$ cat config.mk
export PLATFORM = sky130hd
export DESIGN_NAME = ecc_mem_guard
export DESIGN_NICKNAME = d
export VERILOG_FILES = /design/src/rtl/ecc_pkg.sv /design/src/rtl/secded_enc.sv /design/src/rtl/secded_dec.sv /design/src/rtl/err_log.sv /design/src/rtl/ecc_mem_guard.sv
export SDC_FILE = /design/constraint.sdc
export NUM_CORES = 1
export LEC_CHECK = 0
export ABC_CLOCK_PERIOD_IN_PS = 5170
export CAP_MARGIN = 15
export CORE_MARGIN = 2
export CORE_UTILIZATION = 25
export DETAILED_ROUTE_END_ITERATION = 6
export DONT_BUFFER_PORTS = 1
export GPL_ROUTABILITY_DRIVEN = 0
export GPL_TIMING_DRIVEN = 0
export SKIP_CTS_REPAIR_TIMING = 1
export SLEW_MARGIN = 10
export SYNTH_ARGS = -nofsm -noshare
export SYNTH_HDL_FRONTEND = slang
export SYNTH_SLANG_ARGS = --single-unit
$ cat constraint.sdc
create_clock -name clk_i -period 5.17 [get_ports clk_i]
set_input_delay 0 -clock clk_i [delete_from_list [all_inputs] [get_ports clk_i]]
set_output_delay 0 -clock clk_i [all_outputs]
set_load 0.05 [all_outputs]
$ cat src/rtl/ecc_pkg.sv
package ecc_pkg;
  localparam int unsigned DATA_W = 64;
  localparam int unsigned CODE_W = 72;
  localparam int unsigned SYN_W  = 7;
  localparam int unsigned BYTES  = DATA_W / 8;

  typedef enum logic [1:0] {ST_IDLE, ST_READ, ST_MERGE, ST_SCRUB} ctl_state_e;

  // position 0 holds overall parity, powers of two hold Hamming check bits
  function automatic logic is_check_pos(int p);
    return (p == 0) || ((p & (p - 1)) == 0);
  endfunction
endpackage

$ cat src/rtl/secded_enc.sv
module secded_enc
  import ecc_pkg::*;
(
  input  logic [DATA_W-1:0] data_i,
  output logic [CODE_W-1:0] code_o
);
  always_comb begin
    logic [CODE_W-1:0] cw;
    logic [SYN_W-1:0]  syn;
    int                k;
    cw  = '0;
    syn = '0;
    k   = 0;
    for (int p = 1; p < CODE_W; p++) begin
      if (!is_check_pos(p)) begin
        cw[p] = data_i[k];
        k++;
      end
    end
    for (int p = 1; p < CODE_W; p++) begin
      if (cw[p]) syn ^= SYN_W'(p);
    end
    for (int b = 0; b < SYN_W; b++) cw[1 << b] = syn[b];
    cw[0]  = ^cw[CODE_W-1:1];
    code_o = cw;
  end
endmodule

$ cat src/rtl/secded_dec.sv
module secded_dec
  import ecc_pkg::*;
(
  input  logic [CODE_W-1:0] code_i,
  input  logic              corr_en_i,
  output logic [DATA_W-1:0] data_o,
  output logic              single_o,
  output logic              double_o
);
  always_comb begin
    logic [SYN_W-1:0]  syn;
    logic [CODE_W-1:0] fixed;
    logic              par, sgl;
    int                k;
    syn = '0;
    for (int p = 1; p < CODE_W; p++) begin
      if (code_i[p]) syn ^= SYN_W'(p);
    end
    par = ^code_i;
    // odd parity with syndrome inside the word: one flipped bit at position syn
    sgl      = par && (syn < SYN_W'(CODE_W));
    double_o = (!par && (syn != '0)) || (par && (syn >= SYN_W'(CODE_W)));
    single_o = sgl;
    fixed    = code_i;
    for (int p = 0; p < CODE_W; p++) begin
      if (sgl && corr_en_i && (syn == SYN_W'(p))) fixed[p] = ~code_i[p];
    end
    data_o = '0;
    k      = 0;
    for (int p = 1; p < CODE_W; p++) begin
      if (!is_check_pos(p)) begin
        data_o[k] = fixed[p];
        k++;
      end
    end
  end
endmodule

$ cat src/rtl/err_log.sv
module err_log #(
  parameter int unsigned CNT_W = 16,
  parameter int unsigned AW    = 10
) (
  input  logic             clk_i,
  input  logic             rst_ni,
  input  logic             evt_i,
  input  logic [AW-1:0]    addr_i,
  output logic [CNT_W-1:0] cnt_o,
  output logic [AW-1:0]    addr_o
);
  always_ff @(posedge clk_i or negedge rst_ni) begin
    if (!rst_ni) begin
      cnt_o  <= '0;
      addr_o <= '0;
    end else if (evt_i) begin
      addr_o <= addr_i;
      if (cnt_o != '1) cnt_o <= cnt_o + 1'b1;
    end
  end
endmodule

$ cat src/rtl/ecc_mem_guard.sv
module ecc_mem_guard
  import ecc_pkg::*;
#(
  parameter  int unsigned DEPTH = 1024,
  parameter  int unsigned CNT_W = 16,
  localparam int unsigned AW    = (DEPTH > 1) ? $clog2(DEPTH) : 1
) (
  input  logic              clk_i,
  input  logic              rst_ni,
  input  logic              req_valid_i,
  output logic              req_ready_o,
  input  logic              req_we_i,
  input  logic [AW-1:0]     req_addr_i,
  input  logic [BYTES-1:0]  req_be_i,
  input  logic [DATA_W-1:0] req_wdata_i,
  output logic              rsp_valid_o,
  output logic [DATA_W-1:0] rsp_rdata_o,
  output logic              rsp_ce_o,
  output logic              rsp_ue_o,
  input  logic              corr_en_i,
  input  logic              scrub_en_i,
  input  logic              irq_en_i,
  output logic              irq_o,
  output logic [CNT_W-1:0]  ce_cnt_o,
  output logic [CNT_W-1:0]  ue_cnt_o,
  output logic [AW-1:0]     ce_addr_o,
  output logic [AW-1:0]     ue_addr_o,
  output logic              mem_re_o,
  output logic              mem_we_o,
  output logic [AW-1:0]     mem_addr_o,
  output logic [CODE_W-1:0] mem_wdata_o,
  input  logic [CODE_W-1:0] mem_rdata_i
);
  localparam logic [AW-1:0] LAST_ADDR = AW'(DEPTH - 1);

  ctl_state_e        state_q, state_d;
  logic [AW-1:0]     addr_q, scrub_q, evt_addr;
  logic [DATA_W-1:0] wdata_q, dec_data, merged, enc_in;
  logic [BYTES-1:0]  be_q;
  logic              dec_single, dec_double, ce_evt, ue_evt;
  logic              accept, full_wr, scrub_adv;

  secded_dec u_dec (
    .code_i   (mem_rdata_i),
    .corr_en_i(corr_en_i),
    .data_o   (dec_data),
    .single_o (dec_single),
    .double_o (dec_double)
  );

  secded_enc u_enc (
    .data_i(enc_in),
    .code_o(mem_wdata_o)
  );

  for (genvar b = 0; b < BYTES; b++) begin : g_merge
    assign merged[8*b +: 8] = be_q[b] ? wdata_q[8*b +: 8] : dec_data[8*b +: 8];
  end

  assign req_ready_o = (state_q == ST_IDLE);
  assign accept      = req_valid_i && req_ready_o;
  assign full_wr     = req_we_i && (req_be_i == '1);

  always_comb begin
    state_d     = state_q;
    mem_re_o    = 1'b0;
    mem_we_o    = 1'b0;
    mem_addr_o  = addr_q;
    enc_in      = dec_data;
    rsp_valid_o = 1'b0;
    ce_evt      = 1'b0;
    ue_evt      = 1'b0;
    evt_addr    = addr_q;
    scrub_adv   = 1'b0;
    unique case (state_q)
      ST_IDLE: begin
        enc_in = req_wdata_i;
        if (accept) begin
          mem_addr_o = req_addr_i;
          if (full_wr) begin
            mem_we_o = 1'b1;
          end else begin
            mem_re_o = 1'b1;
            state_d  = req_we_i ? ST_MERGE : ST_READ;
          end
        end else if (scrub_en_i) begin
          mem_addr_o = scrub_q;
          mem_re_o   = 1'b1;
          state_d    = ST_SCRUB;
        end
      end
      ST_READ: begin
        rsp_valid_o = 1'b1;
        ce_evt      = dec_single;
        ue_evt      = dec_double;
        state_d     = ST_IDLE;
      end
      ST_MERGE: begin
        enc_in   = merged;
        mem_we_o = 1'b1;
        ce_evt   = dec_single;
        ue_evt   = dec_double;
        state_d  = ST_IDLE;
      end
      ST_SCRUB: begin
        mem_addr_o = scrub_q;
        evt_addr   = scrub_q;
        mem_we_o   = dec_single && corr_en_i;
        ce_evt     = dec_single;
        ue_evt     = dec_double;
        scrub_adv  = 1'b1;
        state_d    = ST_IDLE;
      end
      default: state_d = ST_IDLE;
    endcase
  end

  assign rsp_rdata_o = dec_data;
  assign rsp_ce_o    = rsp_valid_o && dec_single;
  assign rsp_ue_o    = rsp_valid_o && dec_double;

  always_ff @(posedge clk_i or negedge rst_ni) begin
    if (!rst_ni) begin
      state_q <= ST_IDLE;
      addr_q  <= '0;
      wdata_q <= '0;
      be_q    <= '0;
      scrub_q <= '0;
      irq_o   <= 1'b0;
    end else begin
      state_q <= state_d;
      irq_o   <= irq_en_i && (ce_evt || ue_evt);
      if (accept) begin
        addr_q  <= req_addr_i;
        wdata_q <= req_wdata_i;
        be_q    <= req_be_i;
      end
      if (scrub_adv) scrub_q <= (scrub_q == LAST_ADDR) ? '0 : scrub_q + 1'b1;
    end
  end

  err_log #(.CNT_W(CNT_W), .AW(AW)) u_ce_log (
    .clk_i (clk_i),
    .rst_ni(rst_ni),
    .evt_i (ce_evt),
    .addr_i(evt_addr),
    .cnt_o (ce_cnt_o),
    .addr_o(ce_addr_o)
  );

  err_log #(.CNT_W(CNT_W), .AW(AW)) u_ue_log (
    .clk_i (clk_i),
    .rst_ni(rst_ni),
    .evt_i (ue_evt),
    .addr_i(evt_addr),
    .cnt_o (ue_cnt_o),
    .addr_o(ue_addr_o)
  );
endmodule

**Word level (Yosys, flattened, before mapping)**

Cells that the tools add are included.

- Muxes and demuxes: 229
- Magnitude comparators: 2
- Bitwise gates (word level): 197
- $add $sub $neg: 3
- Equality and inequality tests: 73
- Reductions and logical operators: 84

Operator list:

| cell | number |
|---|---|
| $mux W6 | 63 |
| $eq A7 B6 Y1 const B | 31 |
| $mux W5 | 31 |
| $not A3 Y3 | 46 |
| $not A4 Y4 | 32 |
| $pmux W64 S2 | 1 |
| $eq A7 B5 Y1 const B | 15 |
| $mux W7 | 15 |
| $mux W1 | 75 |
| $logic_and A1 B1 Y1 | 73 |
| $reduce_xor A72 Y1 | 1 |
| $reduce_xor A71 Y1 | 1 |
| $not A2 Y2 | 35 |
| $mux W8 | 8 |
| $not A1 Y1 | 64 |
| $mux W4 | 15 |
| $not A5 Y5 | 12 |
| $eq A7 B4 Y1 const B | 7 |
| $eq A7 B7 Y1 const B | 7 |
| $mux W10 | 4 |
| $add A16 B1 Y16 const B | 2 |
| $ne A16 B16 Y1 const B | 2 |
| $eq A7 B3 Y1 const B | 3 |
| $mux W3 | 7 |
| 22 further kinds | 38 |

- Logic and storage cells: 598
- Output and inout bits: 205
- Register bits: 147
- Input bits: 161

**Logic depth before layout (Yosys ltp)**

- Depth after elaboration: 270
- Gate-level depth with buffers: 16
- Mapped depth without buffers: 15

**Cells and area by module**

From an unflattened synthesis, not the netlist that was laid out.

- Cells, all modules: 1237
- Area total of the unflattened synthesis: 12752.2 µm²

By module, submodules not included:

| module | area each (µm²) | seq. area each (µm²) | cells each | instances |
|---|---|---|---|---|
| ecc_mem_guard | 5728.0 | 2377.3 | 537 | 1 |
| secded_dec | 2881.5 | 0.0 | 334 | 1 |
| err_log | 1207.4 | 650.6 | 93 | 2 |
| secded_enc | 1727.9 | 0.0 | 180 | 1 |

**Least setup slack after synthesis**

No wires, ideal clock.

- Path type: input to output
- Start point: input mem_rdata_i[71]
- End point: output mem_wdata_o[2]
- Setup slack: -992 ps
- Stages on the path: 15
- Arrival: 6162 ps
- Required time: 5170 ps
- Path buffers: 1
- Cell sequence: xnor2_1 -> xnor2_2 -> xnor2_2 -> xnor3_2 -> nor4_1 -> o21a_1 -> clkbuf_1 -> nand2_1 -> xnor2_1 -> mux2i_1 -> o21ai_0 -> xnor2_1 -> xnor3_1 -> xor2_1 -> xnor2_1

- Elaborated cells on any way between the ends: 218
- Those cells by class: order compare: 1; eq/ne: 35; mux: 109; bitwise: 35; reduce/logical: 38

RTL lines:

| what | line | text |
|---|---|---|
| start, declared | ecc_mem_guard.sv:32 | `input logic [CODE_W-1:0] mem_rdata_i` |
| $mux W7 | secded_dec.sv:17 | `if (code_i[p]) syn ^= SYN_W'(p);` |
| $lt A7 B7 Y1 | secded_dec.sv:21 | `sgl = par && (syn < SYN_W'(CODE_W));` |
| $logic_and A1 B1 Y1 | secded_dec.sv:21 |  |
| $logic_and A1 B1 Y1 | n/a |  |
| $logic_and A1 B1 Y1 * | secded_dec.sv:26 | `if (sgl && corr_en_i && (syn == SYN_W'(p))) fixed[p] = ~code_i[p];` |
| $mux W1 * | secded_dec.sv:26 |  |
| named net rsp_rdata_o[28] | ecc_mem_guard.sv:17 | `output logic [DATA_W-1:0] rsp_rdata_o,` |
| $mux W8 | ecc_mem_guard.sv:57 | `assign merged[8*b +: 8] = be_q[b] ? wdata_q[8*b +: 8] : dec_data[8*b +: 8];` |
| (+1 left out) | n/a |  |
| named net mem_wdata_o[35] | ecc_mem_guard.sv:31 | `output logic [CODE_W-1:0] mem_wdata_o,` |
| (+44 left out) | n/a |  |
| $not A2 Y2 (no line) | n/a |  |
| $mux W7 * | secded_enc.sv:21 | `if (cw[p]) syn ^= SYN_W'(p);` |
| $not A3 Y3 (no line) | n/a |  |
| $mux W7 * (3 in a row) | secded_enc.sv:21 |  |
| $not A3 Y3 (no line) | n/a |  |
| $mux W7 * | secded_enc.sv:21 |  |
| $not A4 Y4 (no line) | n/a |  |
| $mux W7 * | secded_enc.sv:21 |  |
| end, declared | ecc_mem_guard.sv:31 |  |

Mark *: on every way through the listed nets, which the timed path passes. The rest lies on a longest branch.

**Final worst setup path**

- Start point: input mem_rdata_i[65]
- End point: output mem_wdata_o[0]

- Elaborated cells on any way between the ends: 347
- Those cells by class: order compare: 1; eq/ne: 64; mux: 144; bitwise: 70; reduce/logical: 68

RTL lines:

| what | line | text |
|---|---|---|
| $mux W7 | secded_dec.sv:17 |  |
| $not A2 Y2 (no line) | n/a |  |
| $mux W7 | secded_dec.sv:17 |  |
| $not A3 Y3 (no line) | n/a |  |
| $mux W7 | secded_dec.sv:17 |  |
| $not A2 Y2 (no line) | n/a |  |
| $mux W7 | secded_dec.sv:17 |  |
| $not A3 Y3 (no line) | n/a |  |
| (+12 left out) | n/a |  |
| named net mem_wdata_o[33] | ecc_mem_guard.sv:31 |  |
| (+55 left out) | n/a |  |
| $not A5 Y5 (no line) | n/a |  |
| $mux W6 | secded_enc.sv:21 |  |
| $not A5 Y5 (no line) | n/a |  |
| $mux W6 | secded_enc.sv:21 |  |
| $not A6 Y6 (no line) | n/a |  |
| $mux W6 | secded_enc.sv:21 |  |
| $mux W7 (7 in a row) | secded_enc.sv:21 |  |
| $reduce_xor A71 Y1 * | secded_enc.sv:24 | `cw[0] = ^cw[CODE_W-1:1];` |

Marked as above.

==> impl_results.md <==
- Run status: complete, but fails checks
- Failing checks: negative setup slack
- Post-route worst setup slack: -0.457 ns
- Family with the most delay on the worst path: XOR/XNOR gates
- Detailed-route via count: 11800
- RSZ-0062 raised after global routing: true
- EDFF count, synth: 0
- Library cell appearing most often on the critical path: xnor3_2
- Maximum number of pins on one net before global-route repair: 148
- Avg WL per Cell: 29.8 µm
- Vias in the first global route: 10500
- Critical path required time: 5.17 ns
- Buffer cell driving the clock tree root: clkbuf_16
- Mux share of post-synthesis cell area: 0.0238
- Post-synthesis simple-gate area fraction: 0.188
- Global-route congestion overflow total: 0
- Detail-routed via count per cell: 5.44
- Number of buffers added by the clock tree synthesis step: 17
- Largest driver fanout on the critical path: 4
- Layout cell share with drive strength beyond 1: 0.274
- Met1 routed wirelength after detailed routing: 21900 µm
- Number of warnings printed during yosys synthesis: 0
- Crit path capture type: output port
- Data arrival time at the worst-slack endpoint: roughly 5.6 ns
- Post-route minimum period: 5.63 ns
- Drc violations: 0
- Critical path launch point type: input pin
- Count of pins over their slew limit: 0
- Transition time of the tightest slew-check pin: 1.22 ns
- Number of buffers added on ports: 0
- Effective utilization at floorplan: 0.253
- Fraction of synthesized cell area in xor and xnor cells: 0.301
- Clock Tree Buf Depth: 2
- Top routing layer in use: met5
- H-tree levels: 4
- Final #Nets: 1710
- All-Layer GR Usage: 0.226
- Number of ports placed on the die boundary: 366
- Worst clock skew: 0.0108 ns
- Net count after synthesis: approximately 1500
- Kind of critical path: in -> out
- Worst path bufs/invs: 2
- Total die area: 48700 µm²
- Dpl hpwl: 46600 µm
- Hold Violations, Final: 0
- Post-route setup TNS: -2.54 ns
- Critical Path, Cell by Cell: xnor2_1 -> xnor2_1 -> xnor3_2 -> xor2_4 -> nand3_4 -> a211oi_4 -> buf_4 -> nand2_1 -> xnor2_1 -> buf_1 -> a31o_4 -> xnor3_2 -> xor3_2 -> xnor3_2 -> xor2_2 -> xnor3_2
- Cells after Synth: 1339
- Row count: 79
- Routed met2 length: 29800 µm
- Count of different cell masters after synthesis: 67
- Drt total wl: 64600 µm
- Part of the Yosys area used for sequential elements: 0.313
- Largest family of logic cells by synthesized area: XOR/XNOR gates
- Initial antenna violation count: 6
- FMAX: around 180 MHz
- Remaining max-slew budget at the tightest pin: 0.180
- Synth Register Bits: 147
- Area of the mapped netlist: roughly 12000 µm²
- Die Y-Extent: 221 µm
- Adder-cell area share of the yosys netlist: 0.00746
- Worst skew pair latency: 0.46 ns
- Detail Route Antenna Nets: 0
- Max stage delay cell, worst path: xnor2_1
- Primary FF master, synth: dfrtp_1
- Class of the tightest hold or removal check: in -> out
- # clock sinks: approximately 150
- Proportion of synthesized flip-flops having asynchronous set or reset: 1.00
- Core ar.: 46500 µm²
- Amount of wire on met3 after detailed routing: 8580 µm
- Wire length of the first global-routing pass: 77200 µm
- Iteration-0 DRC Markers: 1036
- Mapped Avg Cell Area: 8.77 µm²
- Drt first pass iters: 5
- Number of setup violations in the final report: 7
- Largest stage delay on the critical path: 0.67 ns
- Final worst-path cycle share: 1.09
- Area growth from synthesis to layout: 45.7%
- Number of max-cap violations: 0
- Horizontal extent of the die: 221 µm
- Synth Area in Compound Gates: 0.136
- TritonCTS clock tree: built
area by class of cell:
cell class | count | area (µm²)
inverters | 29 | 113
clock buffers | 19 | 453
diodes | 7 | 17.5
flip-flops and latches | 147 | 3680
well taps | 607 | 759
multi-input cells | 1101 | 9940
repair buffers | 184 | 1700
fillers | 4583 | 29300
clock inverters | 13 | 139
plain buffers | 62 | 310
cell usage after synthesis (all sizes together) (2+ instances only):
cell type,instances,area (µm²)
o211ai,8,60.1
xor2,56,513
dfrtp,147,3680
nand2,326,1220
clkbuf,49,185
nor4,8,71.3
and3,13,81.3
nand4,12,75.1
o22ai,3,18.8
a311oi,3,26.3
a211oi,9,77.6
mux2,7,78.8
nor2b,3,18.8
a22o,34,298
xnor3,27,612
a222oi,7,70.1
a31o,18,158
a21o,17,128
o21a,5,45.0
o21ai,31,155
a21oi,29,145
nor3,9,45.0
ha,7,87.6
mux2i,20,200
o211a,3,30.0
inv,28,105
a21boi,8,60.1
a221oi,2,17.5
nand3,44,225
a221o,9,90.1
and4,4,35.0
or2,11,68.8
xor3,4,96.3
and2,13,81.3
xnor2,250,2310
a31oi,12,75.1
a22oi,10,75.1
o31a,2,17.5
nor2,62,233
buf,14,58.8
nand2b,5,31.3
per-layer routing:
layer	global-route usage	vias to the layer above
met3	0.0975	251
met5	0	-
met4	0.104	4
met2	0.382	836
met1	0.244	5738
li1	-	4966
layout by cell type (no fill, tap or decap), types with 10 or more instances in the layout:
master,n
xnor3_2,14
buf_4,77
inv_1,27
clkbuf_16,17
xnor2_2,51
a31o_2,11
a21oi_1,29
xnor3_1,13
a21o_4,12
clkbuf_4,12
xor2_1,39
xor2_2,12
buf_1,10
nand2_1,317
clkbuf_1,26
nand3_2,10
nand3_1,30
nor2_1,53
a22oi_1,10
o21ai_0,19
dfrtp_1,147
and2_1,13
xnor2_4,53
buf_6,12
xnor2_1,146
nand4_1,12
a22o_1,34
dlygate4sd3_1,89
and3_1,13
mux2i_1,19
cell families (layout without fill, tap and decap cells):
group | Yosys count | in the layout
and+or+nand+nor | 513 | 513
xor gates and xnor gates | 337 | 338
AOI/OAI and AO/OA | 216 | 216
DFF | 147 | 147
buffers and inverters | 92 | 307
muxes | 27 | 27
adders and majority gates | 7 | 7
other | 0 | 7
flip-flops by register name, indices dropped and copies added, names as in the netlist:
register / flops
addr_q: 10
be_q: 8
irq_o: 1
scrub_q: 10
state_q: 2
u_ce_log.addr_o: 10
u_ce_log.cnt_o: 16
u_ue_log.addr_o: 10
u_ue_log.cnt_o: 16
wdata_q: 64
through the flow:
| step | cells | setup slack [ns] | area, µm² | util | hold slack (ns) |
|---|---|---|---|---|---|
| after floorplan | 1339 | 0.000807 | 12000 | - | -0.296 |
| after global placement | 1946 | -2.28 | 12800 | 0.275 | -0.291 |
| after detailed placement | 1967 | -1.95 | 13100 | 0.282 | -0.291 |
| after CTS | 1999 | -2.49 | 13700 | 0.295 | -0.805 |
| after global routing | 2163 | -0.444 | 17100 | 0.368 | 0.141 |
| final | 2169 | -0.457 | 17100 | 0.368 | 0.138 |
worst paths after layout:
kind	startpoint	depth (start not counted)	slack, ns	endpoint
setup / recovery	mem_rdata_i[65]	16	-0.46	mem_wdata_o[0]
max in group asynchronous	rst_ni	2	4.34	wdata_q[48]$_DFFE_PN0P_
hold reg to reg	wdata_q[42]$_DFFE_PN0P_	2	0.48	wdata_q[42]$_DFFE_PN0P_
min in group asynchronous	rst_ni	2	0.18	u_ce_log.cnt_o[12]$_DFFE_PN0P_
hold / removal	mem_rdata_i[68]	1	0.14	rsp_rdata_o[60]
setup reg to reg	state_q[0]$_DFFE_PN0P_	15	0.26	state_q[1]$_DFFE_PN0P_
worst register-to-register path: cells and delay by family (launching register included):
| kind | cells | cell delay [ns] |
|---|---|---|
| flip-flops | 1 | 0.44 |
| AO/OA/AOI/OAI | 1 | 0.23 |
| AND/OR/NAND/NOR | 4 | 0.83 |
| buffers and inverters | 9 | 2.97 |
| adder cells (fa/ha/maj) | 1 | 0.32 |
Power is left out: the tool's default activity adds up to more than one toggle a clock period on the data nets, which glitch-free logic cannot reach.
